<file path="src/rtl/aclk_pkg.sv">
package aclk_pkg;
  typedef enum logic [1:0] {
    SPD_SINGLE = 2'b00,
    SPD_DOUBLE = 2'b01,
    SPD_QUAD   = 2'b10,
    SPD_SLAVE  = 2'b11
  } spd_mode_e;
endpackage

</file>
<file path="src/rtl/aclk_prescale.sv">
// Produces the counting enable: every cycle normally, every other cycle
// when the fast master-clock variant is in use.
module aclk_prescale (
  input  logic clk_i,
  input  logic rst_n,
  input  logic run_i,
  input  logic fast_i,
  output logic tick_o
);
  logic ph_q;

  always_ff @(posedge clk_i or negedge rst_n) begin
    if (!rst_n)                ph_q <= 1'b0;
    else if (!run_i || !fast_i) ph_q <= 1'b0;
    else                       ph_q <= ~ph_q;
  end

  assign tick_o = run_i & (~fast_i | ph_q);
endmodule

</file>
<file path="src/rtl/aclk_mode_ctrl.sv">
// Holds the adopted speed and ratio; reloads only while idle or at a frame end.
module aclk_mode_ctrl
  import aclk_pkg::*;
(
  input  logic      clk_i,
  input  logic      rst_n,
  input  logic [1:0] mode_i,
  input  logic      fast_i,
  input  logic      wrap_i,
  output spd_mode_e act_mode_o,
  output logic      act_fast_o
);
  logic load;

  assign load = (act_mode_o == SPD_SLAVE) | wrap_i;

  always_ff @(posedge clk_i or negedge rst_n) begin
    if (!rst_n) begin
      act_mode_o <= SPD_SLAVE;
      act_fast_o <= 1'b0;
    end else if (load) begin
      act_mode_o <= spd_mode_e'(mode_i);
      act_fast_o <= fast_i;
    end
  end
endmodule

</file>
<file path="src/rtl/aclk_frame_cnt.sv">
// Position within the frame, counted in prescaled ticks. The frame length
// halves with each speed step, so the wrap point is a shifted all-ones mask.
module aclk_frame_cnt #(
  parameter int unsigned POS_W = 9
) (
  input  logic             clk_i,
  input  logic             rst_n,
  input  logic             run_i,
  input  logic             tick_i,
  input  logic [1:0]       spd_i,
  output logic [POS_W-1:0] pos_o,
  output logic             wrap_o
);
  logic [POS_W-1:0] mask;
  logic             at_last;

  assign mask    = {POS_W{1'b1}} >> spd_i;
  assign at_last = ((pos_o & mask) == mask);
  assign wrap_o  = tick_i & at_last;

  always_ff @(posedge clk_i or negedge rst_n) begin
    if (!rst_n)       pos_o <= '0;
    else if (!run_i)  pos_o <= '0;
    else if (wrap_o)  pos_o <= '0;
    else if (tick_i)  pos_o <= pos_o + POS_W'(1);
  end
endmodule

</file>
<file path="src/rtl/aclk_clk_sel.sv">
// Picks the frame-clock and bit-clock taps of the position counter per speed.
module aclk_clk_sel #(
  parameter int unsigned POS_W   = 9,
  parameter int unsigned HALF_SH = 2
) (
  input  logic             run_i,
  input  logic [1:0]       spd_i,
  input  logic [POS_W-1:0] pos_i,
  output logic             lrck_o,
  output logic             sclk_o
);
  localparam int unsigned NSPD = 4;
  logic [NSPD-1:0] lr_tap;
  logic [NSPD-1:0] bc_tap;

  for (genvar g = 0; g < NSPD; g++) begin : g_tap
    if (g < 3) begin : g_used
      assign lr_tap[g] = pos_i[POS_W-1-g];
      assign bc_tap[g] = pos_i[HALF_SH-g];
    end else begin : g_idle
      assign lr_tap[g] = 1'b0;
      assign bc_tap[g] = 1'b0;
    end
  end

  assign lrck_o = run_i & lr_tap[spd_i];
  assign sclk_o = run_i & bc_tap[spd_i];
endmodule

</file>
<file path="src/rtl/audio_clkgen.sv">
module audio_clkgen
  import aclk_pkg::*;
#(
  parameter int unsigned BITS_PER_FRAME = 64,
  parameter int unsigned HALF_SH        = 2
) (
  input  logic       clk_i,
  input  logic       rst_n,
  input  logic [1:0] mode_i,
  input  logic       fast_mclk_i,
  output logic       lrck_o,
  output logic       sclk_o,
  output logic       clk_oe_o
);
  localparam int unsigned POS_W = $clog2(BITS_PER_FRAME) + 1 + HALF_SH;

  spd_mode_e        act_mode;
  logic             act_fast;
  logic             run;
  logic             tick;
  logic             wrap;
  logic [POS_W-1:0] pos;

  assign run      = (act_mode != SPD_SLAVE);
  assign clk_oe_o = run;

  aclk_mode_ctrl u_mode (
    .clk_i      (clk_i),
    .rst_n      (rst_n),
    .mode_i     (mode_i),
    .fast_i     (fast_mclk_i),
    .wrap_i     (wrap),
    .act_mode_o (act_mode),
    .act_fast_o (act_fast)
  );

  aclk_prescale u_presc (
    .clk_i  (clk_i),
    .rst_n  (rst_n),
    .run_i  (run),
    .fast_i (act_fast),
    .tick_o (tick)
  );

  aclk_frame_cnt #(.POS_W(POS_W)) u_cnt (
    .clk_i  (clk_i),
    .rst_n  (rst_n),
    .run_i  (run),
    .tick_i (tick),
    .spd_i  (act_mode),
    .pos_o  (pos),
    .wrap_o (wrap)
  );

  aclk_clk_sel #(.POS_W(POS_W), .HALF_SH(HALF_SH)) u_sel (
    .run_i  (run),
    .spd_i  (act_mode),
    .pos_i  (pos),
    .lrck_o (lrck_o),
    .sclk_o (sclk_o)
  );
endmodule

</file>
<file path="config.mk">
export PLATFORM = sky130hd
export DESIGN_NAME = audio_clkgen
export DESIGN_NICKNAME = d
export VERILOG_FILES = /design/src/rtl/aclk_pkg.sv /design/src/rtl/aclk_prescale.sv /design/src/rtl/aclk_mode_ctrl.sv /design/src/rtl/aclk_frame_cnt.sv /design/src/rtl/aclk_clk_sel.sv /design/src/rtl/audio_clkgen.sv
export SDC_FILE = /design/constraint.sdc
export NUM_CORES = 1
export LEC_CHECK = 0
export BUFFER_PORTS_ARGS = -buffer_cell sky130_fd_sc_hd__buf_2
export CAP_MARGIN = 20
export CORE_AREA = 3 3 62 64
export DETAILED_ROUTE_END_ITERATION = 6
export DIE_AREA = 0 0 65 67
export HOLD_SLACK_MARGIN = 0.03
export PLACE_DENSITY_LB_ADDON = 0.15
export SYNTH_ARGS = -nofsm -noshare
export SYNTH_HDL_FRONTEND = slang
export SYNTH_SLANG_ARGS = --single-unit
</file>
<file path="constraint.sdc">
create_clock -name clk_i -period 1.62 [get_ports clk_i]
set_input_delay 0.081 -clock clk_i [delete_from_list [all_inputs] [get_ports clk_i]]
set_output_delay 0.081 -clock clk_i [all_outputs]
set_load 0.02 [all_outputs]
</file>
==> qor.csv, run 1 <==
stage,metric,value,unit
grt,grt_pass1_wl,3.160,mm
critical_path,r2r_start,u_cnt.pos_o[0],
critical_path,cp.arrival,1760,ps
drt,dr.pass1.iters,4,
flow_run,maxCapViolCount,0,
synth,synth_most_common_cell,dfrtp_1,
critical_path,critPathLaunchType,flop,
drt,ant_nets,0,
grt,antenna_found_initial,0,
grt,grt_pass1_vias,691,
synth,synth_common_cells,"dfrtp_1 (11), nand2_1 (8), nor2_1 (7)",
synth,synth.cell_area,825.8,um^2
synth,synth-seq-cells,13,
finish,fin_nets,113,
pwr,power_leakage,0.4180,nW
floorplanning,die_w,65,um
sta,slew_violations,0,
cts,cts_buffers,3,
synth,synth_top_area_share,33.33,%
synth,synth_nets,89,
critical_path,cp_num_buf_inv,1,
critical_path,crit_type,flop to flop,
place,numPortBuffers,7,
finish,finalNonFillerCells,152,
cts,clkSlewWorstSetupHoldPaths,90,ps
sta,finalSetupTns,0,ps
grt,grt_overflow,0,
place,gp_congestion,0.7179,
synth,syn_avg_cell_area,9.949,um^2
place,hpwl,1.421,mm
synth,synth_flop_cell,dfrtp_1,
place,place_inst,142,
synth,synth_edf_count,0,
sta,skew,0.7026,ps
finish,utilization,31.46,%
finish,drive_above_1_share,35.85,%
drt,wl_per_cell,12.59,um
cts,root_buffer,clkbuf_4,
cts,htreeDepth,1,
grt,grt_util_all_layers,9.872,%
synth,ys_warn_count,0,
pwr,power.net_switching,0.1353,mW
hold_path,hold_path.class,primary input to async pin,
sta,min_period,1553,ps
floorplanning,core-area,3337,um^2
pwr,sw_frac_of_total,23.94,%
cts,clkLatencyLatePin,280,ps
pwr,power_density,538.4,nW/um^2
pwr,intPower,0.4299,mW
synth,synthArstFlopShare,100.0,%
floorplanning,dieArea,4355,um^2
drt,vias,671,
finish,syn_to_final_growth,27.12,%
critical_path,crit_fanout,5,
critical_path,max_stage_delay,400,ps
sta,period_share,95.89,%
pwr,combPwrFrac,3.2,%
drt,drc,0,
sta,finalWorstSetupSlack,66.51,ps
critical_path,crit_required,1830,ps
critical_path,cp-end-kind,flop,
sta,max_freq,643.7,MHz
finish,n_antenna_cell,0,
drt,drt-total-wl,1.914,mm
sta,setup_viol,0,
pwr,power_frac_seq,57.4,%
critical_path,rr_endpoint,u_cnt.pos_o[1],
critical_path,r2r_cells,6,
synth,synthCells,83,
sta,max_slew_margin,76.29,%
floorplanning,ioPinCount,8,
grt,grt_max_degree,14,
synth,yosysSeqAreaShare,39.70,%
critical_path,crit_chain,"ha_2, and2_1, buf_4, a31oi_2, o21ai_1, o21ai_0",
pwr,ir_worst_vdd,0.3670,mV
cts,cts.sinks,13,
critical_path,reg2reg_slack,70,ps
floorplanning,die_h,67,um
sta,hold_violations,0,
pwr,p_clk_share,39.3,%
floorplanning,start_util,24.75,%
finish,fillers,375,
synth,synth_top_cell_by_area,dfrtp_1,
critical_path,crit_slowest_cell,dfrtp_1,
synth,synthDistinctLibCells,35,
synth,ys_top_cells_by_area,"dfrtp_1 (33%), buf_6 (6.8%), dfstp_2 (6.4%)",
sta,rsz0062_at_grt,no,
critical_path,crit_family,compound AO/OA/AOI/OAI gates,
floorplanning,num_rows,21,
cts,cts_tree,done,
run_status,status,"finished, final reports clean",
drt,drt_iter0_drc,23,
sta,worst_pin_slew,355.6,ps
place,pre_cts_ws,70.02,ps
cts,clockBufferDepth,2,
drt,vias_per_cell,4.414,
[how the worst max path moves through the flow]
stage	endpoint	slack, ps	from	cells after the start
after global routing	u_cnt.pos_o[1]	1	u_cnt.pos_o[0]	6
final	u_cnt.pos_o[1]	70	u_cnt.pos_o[0]	6
after floorplan	u_mode.act_fast_o	30	u_cnt.pos_o[0]	6
after CTS	u_cnt.pos_o[1]	30	u_cnt.pos_o[0]	6
after detailed placement	u_cnt.pos_o[1]	70	u_cnt.pos_o[0]	6
after global placement	u_mode.act_fast_o	140	u_mode.act_fast_o	4
[cell families (layout without fill, tap and decap cells)]
family,count (synthesis),in the layout,synth area share [%]
simple gates,31,31,19.24
fa+ha+maj,1,1,1.515
mux,3,3,4.242
flops,13,13,39.70
buf+inv,7,30,8.181
compound gates,22,22,20.76
xor+xnor,6,6,6.364
[per-layer routing]
metal  vias to the layer above  GRT usage (%)  wire, um
met2                         9          15.45       902
li1                        342              -         -
met4                         0          4.749        21
met5                         -              0         0
met1                       318          11.85       912
met3                         2          3.710        77
[state kept, by name, indices dropped and copies added, names as in the netlist]
register / cells
u_mode.act_fast_o: 1
u_cnt.pos_o: 9
u_presc.ph_q: 1
u_mode.act_mode_o: 2
[per-stage QoR]
stage / hold slack, ps / cell area (um^2) / total power, mW
2_1_floorplan: -214.6 / 828.3 / 0.3308
3_3_place_gp: -4.211 / 947.2 / 0.3431
3_5_place_dp: -2.770 / 947.2 / 0.3425
4_1_cts: 223.0 / 1016 / 0.5774
5_1_grt: 226.7 / 1050 / 0.6020
6_report: 208.4 / 1050 / 0.5652
[cell usage in the layout (no fill, tap or decap), types with 2 or more instances in the layout]
cell / netlist / final
a211oi_1: 2 / 2
a21oi_1: 5 / 5
a31oi_2: 0 / 2
buf_2: 0 / 7
buf_4: 1 / 14
clkbuf_4: 0 / 3
dfrtp_1: 11 / 11
dfstp_2: 2 / 2
dlygate4sd3_1: 0 / 4
mux2i_1: 2 / 2
nand2_1: 8 / 8
nand3_1: 5 / 5
nand4_1: 2 / 2
nor2_1: 7 / 7
o21ai_0: 4 / 4
xnor2_1: 5 / 5
[area by class of cell]
type	count	area (um^2)	share of cell area, %
clock buffer	4	26.28	2.503
timing repair buffer	25	180.2	17.16
multi-input combinational	63	454.2	43.27
sequential	13	327.8	31.23
tap	46	57.56	5.483
inverter	1	3.754	0.3576
[power groups by stage]
| stage | clock [mW] | sequential (mW) | combinational (mW) |
|---|---|---|---|
| 5_1_grt | 0.256 | 0.325 | 0.0211 |
| 6_report | 0.222 | 0.325 | 0.0183 |
| 4_1_cts | 0.233 | 0.325 | 0.0196 |
| 2_1_floorplan | 0 | 0.331 | 0.0000596 |
| 3_3_place_gp | 0 | 0.331 | 0.0124 |
| 3_5_place_dp | 0 | 0.331 | 0.0118 |
[repair_timing]
action,CTS,global route
setup buffers,0,2
hold buffers,4,0
hold endpoints to repair,16,0
gates resized for setup,1,4
endpoints found under the setup margin,2,4
Power figures use the tool's default switching activity.
==> run 2, diff against run 1 <==
--- a/config.mk
+++ b/config.mk
@@ -12,6 +12,7 @@
 export DIE_AREA = 0 0 65 67
 export HOLD_SLACK_MARGIN = 0.03
 export PLACE_DENSITY_LB_ADDON = 0.15
+export SETUP_SLACK_MARGIN = 0.2
 export SYNTH_ARGS = -nofsm -noshare
 export SYNTH_HDL_FRONTEND = slang
 export SYNTH_SLANG_ARGS = --single-unit
==> run 2 against run 1 <==
- count of clock-buffer cells in the layout unchanged
- combinational power about the same
- critical path depth decreased by 2
- cell area increased by 21%
- cell count increased by 8.6%
- clock skew increased by 8.7 ps
- clock power decreased by 8%
- wire length increased by 10%
- setup slack improved by 70 ps
- largest cell class unchanged
- highest routed layer unchanged
==> qor.csv, run 2 (synthesized netlist as in run 1, its figures left out) <==
stage,metric,value,unit
finish,reg.largest.list,"u_cnt.pos_o: 9 flops, u_mode.act_mode_o: 2 flops",
cts,cts_tree,done,
sta,finalWorstSetupSlack,136.4,ps
drt,wl_per_cell,12.76,um
cts,root_buffer,clkbuf_4,
floorplanning,dieArea,4355,um^2
finish,drive_above_1_share,52.94,%
drt,drt-total-wl,2.105,mm
place,placed_area,957.2,um^2
place,numPortBuffers,7,
critical_path,cp-end-kind,output pin,
finish,fin_nets,126,
grt,grt_util_all_layers,10.88,%
sta,finalSetupTns,0,ps
grt,grt_pass1_vias,743,
sta,max_slew_margin,63.69,%
pwr,power_leakage,0.5239,nW
critical_path,cp.arrival,1400,ps
grt,antenna_found_initial,0,
grt,grt_max_degree,14,
finish,design_area,1272,um^2
place,place_inst,143,
hold_path,hold_path.class,primary input to async pin,
floorplanning,num_rows,21,
cts,htreeDepth,1,
cts,clockBufferDepth,2,
drt,vias,721,
finish,finalNonFillerCells,165,
finish,n_antenna_cell,0,
critical_path,reg2reg_slack,150,ps
finish,syn_to_final_growth,54.09,%
floorplanning,die_w,65,um
sta,rsz0062_at_grt,yes,
place,gp_congestion,0.7449,
cts,clkSlewWorstSetupHoldPaths,90,ps
floorplanning,start_util,24.75,%
cts,cts_buffers,3,
finish,regMostFlops,u_cnt.pos_o,
run_status,status,"finished, final reports clean",
grt,grt_pass1_wl,3.581,mm
cts,cts.sinks,13,
place,pre_cts_ws,80.76,ps
sta,slew_violations,0,
pwr,ir_worst_vdd,0.3182,mV
floorplanning,ioPinCount,8,
sta,min_period,1484,ps
sta,setup_viol,0,
critical_path,crit_fanout,3,
flow_run,maxCapViolCount,0,
critical_path,critPathLaunchType,flop,
critical_path,crit_type,flop to output pin,
floorplanning,die_h,67,um
sta,worst_pin_slew,543.6,ps
sta,period_share,91.58,%
finish,largest_reg_flops,9,
cts,clkLatencyLatePin,280,ps
place,hpwl,1.435,mm
pwr,power_density,430.5,nW/um^2
finish,multiInputGateArea,541.8,um^2
grt,grt_overflow,0,
drt,drt_iter0_drc,32,
sta,skew,9.434,ps
finish,final_cell_mix,"buf_4 (22), dfrtp_1 (11), buf_6 (8)",
drt,dr.pass1.iters,5,
drt,ant_nets,0,
critical_path,crit_required,1540,ps
drt,drc,0,
drt,vias_per_cell,4.370,
finish,final-seq-area,327.8,um^2
finish,final_common_cell,buf_4,
finish,fillers,356,
floorplanning,core-area,3337,um^2
sta,hold-worst-slack,212.2,ps
sta,max_freq,674.0,MHz
sta,hold_violations,0,
[run 2: cell count changes in the layout (fill, tap and decap cells not counted), moves of 2 or more]
| cell | delta |
|---|---|
| a31oi_4 | +2 |
| a211oi_1 | -2 |
| o21ai_2 | +2 |
| nor2_2 | +2 |
| buf_2 | -3 |
| o21ai_0 | -4 |
| a21oi_2 | +2 |
| buf_6 | +8 |
| nor2_1 | -2 |
| a31oi_2 | -2 |
| a21oi_1 | -2 |
| o21ai_1 | +2 |
| buf_4 | +8 |
[run 2: layout make-up]
class | count | share of cell area, %
Multi-Input combinational cell | 63 | 42.58
Tap cell | 46 | 4.523
Clock buffer | 4 | 2.065
Sequential cell | 13 | 25.76
Inverter | 1 | 0.2950
Timing Repair Buffer | 38 | 24.78
[run 2: worst max-delay path, stage by stage (launching register included)]
cell	delay (ps)
dfstp_2	560
buf_6	130
mux2i_2	230
o21ai_2	80
buf_6	130
[run 2: metal layers]
layer / up-vias / GRT usage [%] / share of wire (%)
li1: 369 / - / -
met1: 340 / 15.05 / 50
met2: 10 / 16.60 / 46
met3: 2 / 4.216 / 3.7
met4: 0 / 0.7916 / 0.38
met5: - / 0 / 0
[run 2: power breakdown]
| part | internal (mW) | switching [mW] |
|---|---|---|
| registers | 0.324 | 0 |
| clock network | 0.0955 | 0.110 |
| logic | 0.00969 | 0.00856 |
[run 2: path summary, 6_finish.rpt]
path / startpoint / to / cells past startpoint
min in group clk_i: u_mode.act_fast_o / u_mode.act_fast_o / 1
setup / recovery: u_mode.act_mode_o[0] / sclk_o / 4
max in group asynchronous: rst_n / u_mode.act_mode_o[0] / 2
hold / removal: rst_n / u_cnt.pos_o[7] / 2
hold reg to reg: u_mode.act_fast_o / u_mode.act_fast_o / 1
setup reg to reg: u_mode.act_mode_o[1] / u_mode.act_fast_o / 5
[run 2: repair_timing]
item                       4_1_cts  5_1_grt
pin swaps                        4        4
hold endpoints to repair        15        1
hold buffers                     3        1
resized for setup               18       21
setup endpoints to repair       12       14
buffers inserted                 6        8
[run 2: through the flow]
step / util [%] / total power [mW]
after floorplan: - / 0.3308
after global placement: 28.68 / 0.3425
after detailed placement: 28.68 / 0.3426
after CTS: 33.67 / 0.5602
after global routing: 38.13 / 0.5775
final: 38.13 / 0.5478
